## config.mk

```make
export PLATFORM = sky130hd
export DESIGN_NAME = lux_alarm_filter
export DESIGN_NICKNAME = d
export VERILOG_FILES = /design/src/rtl/lux_alarm_pkg.sv /design/src/rtl/lux_window_cmp.sv /design/src/rtl/lux_run_counter.sv /design/src/rtl/lux_alarm_fsm.sv /design/src/rtl/lux_alarm_filter.sv
export SDC_FILE = /design/constraint.sdc
export NUM_CORES = 1
export LEC_CHECK = 0
export ABC_AREA = 1
export BUFFER_PORTS_ARGS = -buffer_cell sky130_fd_sc_hd__buf_2
export CAP_MARGIN = 5
export CORE_MARGIN = 2
export CORE_UTILIZATION = 30
export DETAILED_ROUTE_END_ITERATION = 8
export GPL_TIMING_DRIVEN = 0
export PLACE_DENSITY = 0.62
export SETUP_SLACK_MARGIN = 0.05
export SLEW_MARGIN = 20
export SYNTH_ARGS = -nofsm -noshare
export SYNTH_HDL_FRONTEND = slang
export SYNTH_SLANG_ARGS = --single-unit
```

## constraint.sdc

```tcl
create_clock -name clk -period 4.75 [get_ports clk]
set_input_delay 0.7125 -clock clk [delete_from_list [all_inputs] [get_ports clk]]
set_output_delay 0.7125 -clock clk [all_outputs]
set_load 0.05 [all_outputs]
```

## src/rtl/lux_alarm_pkg.sv

```systemverilog
package lux_alarm_pkg;

    typedef enum logic [1:0] {
        S_WATCH = 2'd0,
        S_COUNT = 2'd1,
        S_ALARM = 2'd2
    } alarm_state_t;

    localparam int SEL_W   = 2;
    localparam int MAX_RUN = 2 << ((1 << SEL_W) - 1);

    // 0 -> 1, 1 -> 4, 2 -> 8, 3 -> 16
    function automatic int unsigned run_needed(input logic [SEL_W-1:0] sel);
        int unsigned n;
        if (sel == '0) n = 1;
        else           n = 2 << sel;
        return n;
    endfunction

endpackage

```

## src/rtl/lux_window_cmp.sv

```systemverilog
module lux_window_cmp #(
    parameter int MEAS_W = 16,
    parameter int THR_W  = 8
) (
    input  logic [MEAS_W-1:0] meas,
    input  logic [THR_W-1:0]  upper,
    input  logic [THR_W-1:0]  lower,
    output logic              outside
);
    localparam int FILL_W = MEAS_W - THR_W;

    logic [MEAS_W-1:0] upper_edge;
    logic [MEAS_W-1:0] lower_edge;

    // Top-byte compare, done on the full value so that every bit is used:
    // top > upper  <=>  meas > {upper, all ones}
    // top < lower  <=>  meas < {lower, all zeros}
    generate
        if (FILL_W == 0) begin : g_direct
            assign upper_edge = upper;
            assign lower_edge = lower;
        end else begin : g_scaled
            assign upper_edge = {upper, {FILL_W{1'b1}}};
            assign lower_edge = {lower, {FILL_W{1'b0}}};
        end
    endgenerate

    always_comb begin
        outside = (meas > upper_edge) || (meas < lower_edge);
    end

endmodule

```

## src/rtl/lux_run_counter.sv

```systemverilog
module lux_run_counter #(
    parameter int CNT_W = 5
) (
    input  logic             clk,
    input  logic             rst,
    input  logic             restart,
    input  logic             tick,
    input  logic             hit,
    output logic [CNT_W-1:0] run_next
);
    localparam logic [CNT_W-1:0] CNT_MAX = {CNT_W{1'b1}};

    logic [CNT_W-1:0] run_q;
    logic [CNT_W-1:0] base;

    always_comb begin
        base     = restart ? '0 : run_q;
        run_next = base;
        if (tick) begin
            if (!hit)                run_next = '0;
            else if (base == CNT_MAX) run_next = CNT_MAX;
            else                     run_next = base + 1'b1;
        end
    end

    always_ff @(posedge clk) begin
        if (rst) run_q <= '0;
        else     run_q <= run_next;
    end

endmodule

```

## src/rtl/lux_alarm_fsm.sv

```systemverilog
module lux_alarm_fsm
    import lux_alarm_pkg::*;
#(
    parameter int CNT_W = 5
) (
    input  logic             clk,
    input  logic             rst,
    input  logic             strobe,
    input  logic             hit,
    input  logic             clear,
    input  logic [CNT_W-1:0] need,
    input  logic [CNT_W-1:0] run_next,
    output logic             cnt_restart,
    output logic             cnt_tick,
    output logic             flag
);
    alarm_state_t state_q;
    alarm_state_t state_d;
    logic         reach;

    always_ff @(posedge clk) begin
        if (rst) state_q <= S_WATCH;
        else     state_q <= state_d;
    end

    always_comb begin
        cnt_restart = clear || (state_q == S_ALARM);
        cnt_tick    = strobe && ((state_q != S_ALARM) || clear);
        reach       = cnt_tick && hit && (run_next >= need);
        state_d     = state_q;
        unique case (state_q)
            S_WATCH: begin
                if (reach)              state_d = S_ALARM;  // spike_trip
                else if (run_next != 0) state_d = S_COUNT;  // start_run
            end
            S_COUNT: begin
                if (reach)              state_d = S_ALARM;  // run_complete
                else if (run_next == 0) state_d = S_WATCH;  // run_broken
            end
            S_ALARM: begin
                if (clear) begin
                    if (reach)              state_d = S_ALARM;  // re_arm
                    else if (run_next != 0) state_d = S_COUNT;  // acknowledge
                    else                    state_d = S_WATCH;  // acknowledge
                end
            end
            default: state_d = S_WATCH;
        endcase
    end

    always_comb begin
        flag = (state_q == S_ALARM);
    end

endmodule

```

## src/rtl/lux_alarm_filter.sv

```systemverilog
module lux_alarm_filter
    import lux_alarm_pkg::*;
#(
    parameter int MEAS_W = 16,
    parameter int THR_W  = 8
) (
    input  logic              clk,
    input  logic              rst,
    input  logic [MEAS_W-1:0] meas_value,
    input  logic              meas_valid,
    input  logic [THR_W-1:0]  thr_upper,
    input  logic [THR_W-1:0]  thr_lower,
    input  logic [SEL_W-1:0]  persist_sel,
    input  logic              clear_req,
    output logic              irq_flag,
    output logic              irq_pulldown_en
);
    localparam int CNT_W = $clog2(MAX_RUN + 1);

    logic             outside;
    logic             cnt_restart;
    logic             cnt_tick;
    logic [CNT_W-1:0] run_next;
    logic [CNT_W-1:0] need;
    logic             flag;

    always_comb begin
        need = CNT_W'(run_needed(persist_sel));
    end

    lux_window_cmp #(.MEAS_W(MEAS_W), .THR_W(THR_W)) u_cmp (
        .meas    (meas_value),
        .upper   (thr_upper),
        .lower   (thr_lower),
        .outside (outside)
    );

    lux_run_counter #(.CNT_W(CNT_W)) u_run (
        .clk      (clk),
        .rst      (rst),
        .restart  (cnt_restart),
        .tick     (cnt_tick),
        .hit      (outside),
        .run_next (run_next)
    );

    lux_alarm_fsm #(.CNT_W(CNT_W)) u_fsm (
        .clk         (clk),
        .rst         (rst),
        .strobe      (meas_valid),
        .hit         (outside),
        .clear       (clear_req),
        .need        (need),
        .run_next    (run_next),
        .cnt_restart (cnt_restart),
        .cnt_tick    (cnt_tick),
        .flag        (flag)
    );

    always_comb begin
        irq_flag        = flag;
        irq_pulldown_en = flag;
    end

endmodule

```

== After elaboration in Yosys (flattened, before gate mapping) ==
Index checks and enable logic that the tools add are counted.

* Add/sub/neg operators: 1
* $lt $le $gt $ge: 3
* Equality and inequality tests: 7
* Shifts and indexed selects: 1
* Multiplexer cells: 13
* Reductions and logical operators: 11

{| class="wikitable"
|+ Operator list
! operator !! number
|-
| 5-bit 2-to-1 mux || 5
|-
| 16-bit greater-than comparator || 1
|-
| 16-bit < comparator || 1
|-
| 2-bit 2-to-1 mux || 6
|-
| 3-bit by 1-bit inequality test with 1-bit output, second input constant || 2
|-
| 2-bit case mux with 3 select lines || 1
|-
| 5-bit by 1-bit adder with 5-bit output, second input constant || 1
|-
| 5-bit equality test, second input constant || 1
|-
| 5-bit greater-or-equal comparator || 1
|-
| 5-bit zero test || 1
|-
| 5-bit nonzero test || 1
|-
| 2-bit by 2-bit << shifter with 5-bit output, first input constant || 1
|-
| 2-bit zero test || 2
|-
| 2-bit inequality test, second input constant || 2
|-
| 1-bit logical AND || 3
|-
| 1-bit logical OR || 3
|-
| 3-bit AND reduction || 1
|-
| 2-bit by 1-bit equality test with 1-bit output, second input constant || 1
|-
| 2-bit equality test, second input constant || 1
|-
| 1-bit 2-to-1 mux || 1
|}

* Bits in registers: 7
* Bits of input ports: 38
* Output and inout bits: 2
* Logic and storage cells: 38

== Longest topological paths before layout ==
Gate-level depths: netlist (run 1).

* Depth after elaboration: 12
* Mapped depth: 26
* Mapped depth without buffers: 26

== Modules after synthesis ==
A second synthesis (run 1) with hierarchy kept.

* Cells, all modules: 182
* Area, all modules: 1076.0 µm²

{| class="wikitable"
|+ Modules (own cells, without submodules)
! module !! instances !! cells an instance !! area an instance (µm²) !! sequential area each (µm²)
|-
| lux_window_cmp || 1 || 76 || 439.2 || 0.0
|-
| lux_run_counter || 1 || 53 || 327.8 || 100.1
|-
| lux_alarm_fsm || 1 || 44 || 271.5 || 40.0
|-
| lux_alarm_filter || 1 || 9 || 37.5 || 0.0
|}

== Least setup slack after synthesis (run 1) ==
OpenSTA, ideal clock, no wires.

* Path kind: input-to-reg
* Start point: in thr_lower[5]
* End point: reg u_fsm.state_q[0]
* Setup time: 64 ps
* Arrival time: 2625 ps
* Required time: 4686 ps
* Slack: 2061 ps
* Stages on the path: 22
* Buffers on the path: 0
* Cell sequence: inv_1 > ha_1 > a21oi_1 > nor2_1 > nor3_1 > nand2_1 > nand2_2 > nand3_1 > nand2_1 > inv_1 > ha_1 > nor2_1 > nand3_2 > nand2_1 > nand2_1 > nand2_1 > nand2_2 > nand2_2 > nand3_1 > nand2_1 > nor2_1 > nor2_1

* Word-level cells in the longest chain between the ends: 9
* Elaborated cells on any way between the ends: 18
* Those cells by class: 2 x order compare; 2 x eq/ne; 8 x mux; 6 x reduce/logical

{| class="wikitable"
|+ RTL lines
! what !! line !! RTL
|-
| from (decl) || lux_alarm_filter.sv:12 || <nowiki>input logic [THR_W-1:0] thr_lower,</nowiki>
|-
| 16-bit < comparator * || lux_window_cmp.sv:29 || <nowiki>outside = (meas > upper_edge) || (meas < lower_edge);</nowiki>
|-
| 1-bit logical OR * || lux_window_cmp.sv:29 ||
|-
| 5-bit 2-to-1 mux || lux_run_counter.sv:20 || <nowiki>if (!hit) run_next = '0;</nowiki>
|-
| 5-bit 2-to-1 mux || lux_run_counter.sv:19 || <nowiki>if (tick) begin</nowiki>
|-
| 5-bit greater-or-equal comparator / 5-bit nonzero test (equally long branches) || lux_alarm_fsm.sv:29, lux_alarm_fsm.sv:34, lux_alarm_fsm.sv:43 ||
|-
| 1-bit logical AND / 1-bit 2-to-1 mux (equally long branches) || lux_alarm_fsm.sv:29, lux_alarm_fsm.sv:43 ||
|-
| 2-bit 2-to-1 mux || lux_alarm_fsm.sv:42 || <nowiki>if (reach) state_d = S_ALARM;</nowiki>
|-
| 2-bit 2-to-1 mux || lux_alarm_fsm.sv:41 || <nowiki>if (clear) begin</nowiki>
|-
| 2-bit case mux with 3 select lines || lux_alarm_fsm.sv:31 || <nowiki>unique case (state_q)</nowiki>
|-
| to (signal assigned) || lux_alarm_fsm.sv:23 || <nowiki>else state_q <= state_d;</nowiki>
|-
| to (decl) || lux_alarm_fsm.sv:17 || <nowiki>alarm_state_t state_q;</nowiki>
|}

Mark *: on every way between the ends. The rest lies on a longest branch, timed or not. The select of a mux whose other input is x is not followed.
A chain may end at the register's enable or synchronous reset.

== Final worst setup path (run 1) ==
* Start point: in meas_value[13]
* End point: reg u_fsm.state_q[0]

* Word-level cells in the longest chain between the ends: 9
* Elaborated cells on any way between the ends: 19
* Those cells by class: 3 x order compare; 2 x eq/ne; 8 x mux; 6 x reduce/logical

{| class="wikitable"
|+ RTL lines
! what !! line !! RTL
|-
| from (decl) || lux_alarm_filter.sv:9 || <nowiki>input logic [MEAS_W-1:0] meas_value,</nowiki>
|-
| 16-bit greater-than comparator / 16-bit < comparator (equally long branches) || lux_window_cmp.sv:29 ||
|-
| 1-bit logical OR * || lux_window_cmp.sv:29 ||
|-
| 5-bit 2-to-1 mux || lux_run_counter.sv:20 ||
|-
| 5-bit 2-to-1 mux || lux_run_counter.sv:19 ||
|-
| 5-bit greater-or-equal comparator / 5-bit nonzero test (equally long branches) || lux_alarm_fsm.sv:29, lux_alarm_fsm.sv:34, lux_alarm_fsm.sv:43 ||
|-
| 1-bit logical AND / 1-bit 2-to-1 mux (equally long branches) || lux_alarm_fsm.sv:29, lux_alarm_fsm.sv:43 ||
|-
| 2-bit 2-to-1 mux || lux_alarm_fsm.sv:42 ||
|-
| 2-bit 2-to-1 mux || lux_alarm_fsm.sv:41 ||
|-
| 2-bit case mux with 3 select lines || lux_alarm_fsm.sv:31 ||
|}

Marked as above.

==> results of run 1 <==
-- worst max-delay path, stage by stage --
cell,delay (ps)
buf_2,110
ha_1,300
a21oi_1,150
nor2_1,50
nor3_1,140
nand2_1,90
nand2_2,130
nand3_1,80
nand2_1,80
inv_1,50
ha_1,290
nor2_1,130
nand3_2,80
nand2_1,60
nand2_1,40
nand2_1,60
nand2_2,60
nand2_2,80
o21ai_1,70
nand2_1,60
nor2_1,40
nor2_1,70
-- layout make-up --
class | instances | share of cell area, %
plain buffers | 1 | 0.5329
multi-input cells | 132 | 56.48
well taps | 48 | 4.263
inverters | 44 | 11.72
clock buffers | 4 | 3.197
repair buffers | 39 | 13.85
flip-flops and latches | 7 | 9.947
-- state kept, by name, summed over array words and instances (netlist names) --
name and cells:
u_run.run_q 5, u_fsm.state_q 2
-- routing by layer --
layer	vias up	wire length (um)	part of all wire [%]	global-route usage, %
li1	650	-	-	-
met5	-	0	0	0
met1	455	1123	50	15.77
met3	2	94	4.2	1.910
met2	24	1004	45	21.78
met4	0	18	0.80	3.723
-- where the power goes --
part / switching [W] / internal [W]
sequential: 0.00000273 / 0.0000626
combinational: 0.0000575 / 0.0000419
clock: 0.0000244 / 0.0000580
total: 0.0000847 / 0.000162
-- synth_stat cells --
cell type	n	area, um^2
inv_2	12	45.04
nand2_4	1	11.26
nand3b_1	1	7.510
or2_2	1	6.260
nand3_1	9	45.04
nand3_2	4	40.04
nand4_2	1	12.51
clkinv_1	1	3.750
nor2_4	1	11.26
a21oi_1	9	45.04
o211ai_1	1	7.510
nor2_2	4	25.02
nand2_2	5	31.28
a21o_1	1	7.510
nor3_1	1	5.000
o21ai_2	1	8.760
o21ai_1	1	5.000
nand2_1	49	183.9
xnor2_1	1	8.760
nand4_1	2	12.51
nor2_1	19	71.32
inv_1	31	116.4
ha_1	20	250.2
buf_4	1	7.510
dfxtp_1	7	140.1
-- cells by family after synthesis --
group           share of synthesized area, %
buf+inv                                15.58
flops                                  12.64
simple gates                           41.76
fa+ha+maj                              22.57
compound gates                         6.659
xor+xnor                              0.7902
-- worst paths after layout --
check	slack, ps	depth (start not counted)	startpoint	endpoint
worst max register to register	2180	22	u_fsm.state_q[0]$_SDFFE_PP0P_	u_fsm.state_q[0]$_SDFFE_PP0P_
worst min register to register	590	3	u_fsm.state_q[0]$_SDFFE_PP0P_	u_fsm.state_q[1]$_SDFFE_PP0P_
worst max-delay path	1990	22	meas_value[13]	u_fsm.state_q[0]$_SDFFE_PP0P_
worst min-delay path	590	3	u_fsm.state_q[0]$_SDFFE_PP0P_	u_fsm.state_q[1]$_SDFFE_PP0P_
-- metrics by stage --
step           std cells   power, W  hold slack, ps  instance area (um^2)
5_1_grt              275  0.0002741           614.3                  1409
6_report             275  0.0002471           594.5                  1409
3_5_place_dp         271  0.0001667           585.8                  1364
3_3_place_gp         271  0.0001657           593.7                  1364
4_1_cts              275  0.0002515           592.9                  1409
2_1_floorplan        184  0.0001363           554.7                  1109
==> summary.txt, run 1 <==
STA
  • Setup_tns: 0 ps
  • RSZ-0062 raised after global routing: no
  • Slew headroom: a little over four fifths
  • Final hold violations: 0
  • Crit path time final: 2757 ps
  • Fmax: 362.7 MHz
  • Finish-stage setup viols: 0
  • Setup Skew: ~1.3 ps
  • Final worst-path setup slack: between 1500 and 2000 ps
  • Max-slew violations: 0
  • Final worst-path cycle share: 58.05%
  • Worst-Margin Slew: ~250 ps

Job
  • Max-Cap Viols: 0

Route
  • Post-route DRC: 0
  • Vias/cell: slightly above 4
  • Drt wl/cell: 8.149 um
  • Vias: 1131
  • Total iterations of the first detailed-routing run: 4
  • Initial drt markers: 18
  • Routed WL: around 2200 um
  • Routed Antenna Nets: 0

Power
  • Max VDD drop: about 75 uV
  • Leakage: 0.8613 nW
  • Power per cell area: ~180 nW/um^2

Die
  • Die area: about 4200 um^2
  • FP Rows: 22
  • Initial core utilization: between 30% and 40%
  • Die H: between 60 and 70 um
  • I/O pin count: 40
  • Core Area: 3606 um^2
  • Die X: ~65 um

Setup path
  • CP arrival: 2920 ps
  • Crit end category: register
  • CP required: roughly 5000 ps
  • Setup CP Type: in2reg
  • Startpoint Class: input port
  • Crit Path Max Fanout: 5

Clocking
  • TritonCTS Sinks: 7
  • Worst skew pair latency: ~220 ps
  • TritonCTS Buffers: 3
  • Post-CTS Setup Bufs: 0
  • Cts hold-fix bufs: 0
  • Clk slew on worst S/H paths: 40 ps
  • Clk buf depth: 2
  • Post_cts resized: 0
  • Clock tree from TritonCTS: built
  • H-tree depth: 1
  • Clock root buffer: clkbuf_8

Global route
  • Initial antenna violation count: 0
  • GR Overflow Total: 0
  • Gr usage total: between 10% and 20%
  • Vias in the first global route: 1119
  • First-pass GRT wire length: around 4300 um
  • Largest net degree at the start of global routing: 8

Cells and area
  • Finished Core Util: between 30% and 40%
  • Area of the multi-input gates: about 800 um^2
  • Commonest non-fill, non-tap cell in the layout: nand2_1
  • Layout cells sized above 1: 32.16%
  • Inserted Diodes: 0
  • Area grow syn2layout: 27.09%
  • Most frequent cells in the layout: nand2_1 (49), buf_2 (39), inv_1 (31)
  • Seq. cell area: between 100 and 150 um^2
  • Fillers: slightly below 400
  • Final net count: about 290

Synthesis
  • Synth Register Bits: 7
  • Syn Nets: about 240
  • Synth Cell Area: ~1100 um^2
  • Syn Inst Count: 184
  • Share of the yosys chip area belonging to registers: approximately 13%
  • Yosys warns: 0
  • Yosys cell types: 25
  • Synthesized area per cell: approximately 6 um^2

Worst hold path
  • Class of the worst hold path: reg2reg

Status
  • Status: completed

Place
  • GPL Wtd Cong: between 0.7 and 0.8
  • Placed wire-length estimate: slightly above 2000 um
  • PortBufs: 39
  • Worst slack, placed: 1737 ps
Power figures use the tool's default switching activity.
==> run 2: changes to the inputs <==
==> constraint.sdc (replaced) <==
create_clock -name clk -period 2.63 [get_ports clk]
set_input_delay 0.3945 -clock clk [delete_from_list [all_inputs] [get_ports clk]]
set_output_delay 0.3945 -clock clk [all_outputs]
set_load 0.05 [all_outputs]
==> summary.txt, run 2 (synthesis results as in run 1) <==
Place
  • GPL Wtd Cong: 0.7741
  • Placed wire-length estimate: around 2000 um
  • PortBufs: 39
  • Worst slack, placed: -65.18 ps

Die
  • I/O pin count: 40
  • Die area: between 4000 and 5000 um^2
  • Initial core utilization: just over 30%
  • Core Area: around 3600 um^2
  • FP Rows: 22
  • Die H: between 60 and 70 um
  • Die X: approximately 65 um

STA
  • Worst hold slack: around 430 ps
  • Final worst-path setup slack: 302.3 ps
  • Fmax: around 430 MHz
  • Setup Skew: approximately 2.3 ps
  • Final worst-path cycle share: just under 90%
  • Setup_tns: 0 ps
  • Crit path time final: approximately 2300 ps
  • Max-slew violations: 0
  • Worst-Margin Slew: ~270 ps
  • RSZ-0062 raised after global routing: no
  • Slew headroom: between 80% and 90%
  • Finish-stage setup viols: 0
  • Final hold violations: 0

Cells and area
  • Area grow syn2layout: 46.73%
  • Final net count: roughly 290
  • Inserted Diodes: 0
  • Layout cells sized above 1: a little over two fifths
  • Largest register FFs: 5
  • Commonest non-fill, non-tap cell in the layout: nand2_1
  • Top Registers: u_run.run_q: 5 flops, u_fsm.state_q: 2 flops
  • Largest reg by FF count: u_run.run_q
  • Most frequent cells in the layout: nand2_1 (45), buf_2 (39), inv_1 (30)
  • Finished Core Util: about 45%

Route
  • Drt wl/cell: 8.954 um
  • Total iterations of the first detailed-routing run: 4
  • Initial drt markers: 21
  • Routed Antenna Nets: 0
  • Post-route DRC: 0
  • Routed WL: ~2500 um
  • Vias: roughly 1200
  • Vias/cell: around 4.3

Global route
  • Gr usage total: 12.50%
  • GR Overflow Total: 0
  • Vias in the first global route: approximately 1100
  • First-pass GRT wire length: between 4000 and 5000 um
  • Largest net degree at the start of global routing: 8
  • Initial antenna violation count: 0

Setup path
  • Crit Path Max Fanout: 5
  • Worst path bufs/invs: 5
  • Critical path startpoint: thr_upper[3]
  • Startpoint Class: input port
  • R2r startpoint: u_fsm.state_q[0]$_SDFFE_PP0P_
  • Most used cell, CP: nand2_1
  • Setup CP Type: in2reg
  • CP arrival: around 2500 ps
  • Worst path max stage delay: 270 ps
  • Crit end category: register
  • CP required: 2750 ps
  • CP delay by family, top: simple AND/OR/NAND/NOR gates
  • CP Cell Sequence: buf_2 -> inv_1 -> ha_4 -> nand2_1 -> inv_2 -> nand3_1 -> nor2_1 -> nand3_1 -> nand2_1 -> nand2_2 -> buf_4 -> nand3_1 -> nand2_2 -> ha_4 -> nand2_1 -> inv_1 -> nand2_1 -> nand2_2 -> nand2_2 -> o21ai_1 -> nand2_1 -> nor2_1 -> nor2_1
  • Slowest-stage cell, CP: ha_4

Power
  • Leakage: roughly 0.91 nW
  • Tot Pwr: between 0.0004 and 0.0005 W
  • Max VDD drop: between 100 and 150 uV
  • Power per cell area: between 300 and 400 nW/um^2

Clocking
  • Clk slew on worst S/H paths: about 40 ps
  • TritonCTS Sinks: 7
  • Clk buf depth: 2
  • Cts hold-fix bufs: 0
  • TritonCTS Buffers: 3
  • Worst skew pair latency: about 230 ps
  • Clock tree from TritonCTS: built
  • Clock root buffer: clkbuf_8
  • H-tree depth: 1

Worst hold path
  • Hold path start: rst
  • Class of the worst hold path: in2reg

Job
  • Max-Cap Viols: 0

Status
  • Status: completed
-- run 2: cell count changes in the layout (fill, tap and decap cells not counted), moves of 4 or more --
| cell | previous run | this run |
|---|---|---|
| buf_4 | 1 | 9 |
| ha_4 | 0 | 8 |
| ha_1 | 20 | 12 |
| nand2_1 | 49 | 45 |
| nand2_2 | 5 | 9 |
-- run 2: path summary, 6_finish.rpt --
kind / cells past startpoint / slack (ps) / end
worst max-delay path: 23 / 300 / u_fsm.state_q[0]$_SDFFE_PP0P_
worst min-delay path: 2 / 430 / u_run.run_q[4]$_SDFF_PP0_
worst max register to register: 20 / 310 / u_fsm.state_q[0]$_SDFFE_PP0P_
worst min register to register: 3 / 560 / u_fsm.state_q[1]$_SDFFE_PP0P_
-- run 2: layer usage --
metal	share of wire [%]	vias to the layer above	GRT usage, %
met4	0.71	0	3.723
met1	46	515	15.77
met5	0	-	0
met3	3.7	2	1.910
met2	50	23	21.78
li1	-	668	-
-- run 2: power by group --
group          total [W]  internal [W]  switching (W)  leakage [nW]
clock network   0.000153      0.000105      0.0000481        0.0228
logic           0.000225      0.000102       0.000123         0.828
registers       0.000119      0.000114     0.00000483        0.0573
-- run 2: metrics by stage --
stage | instance area [um^2] | cells
after floorplan | 1109 | 184
after global placement | 1364 | 271
after detailed placement | 1364 | 271
after CTS | 1411 | 275
after global routing | 1627 | 283
final | 1627 | 283
-- run 2: timing repair --
item,in CTS,in global routing
setup endpoints to repair,1,2
buffers inserted,0,8
resized for setup,1,24
pin swaps,0,13
-- run 2: area by class of cell --
class | instances | area (um^2)
clock buffer | 4 | 45.04
multi-input combinational | 132 | 952.2
timing repair buffer | 47 | 255.2
buffer | 1 | 7.507
tap | 48 | 60.06
fill | 378 | 1979
sequential | 7 | 141.4
inverter | 44 | 165.2
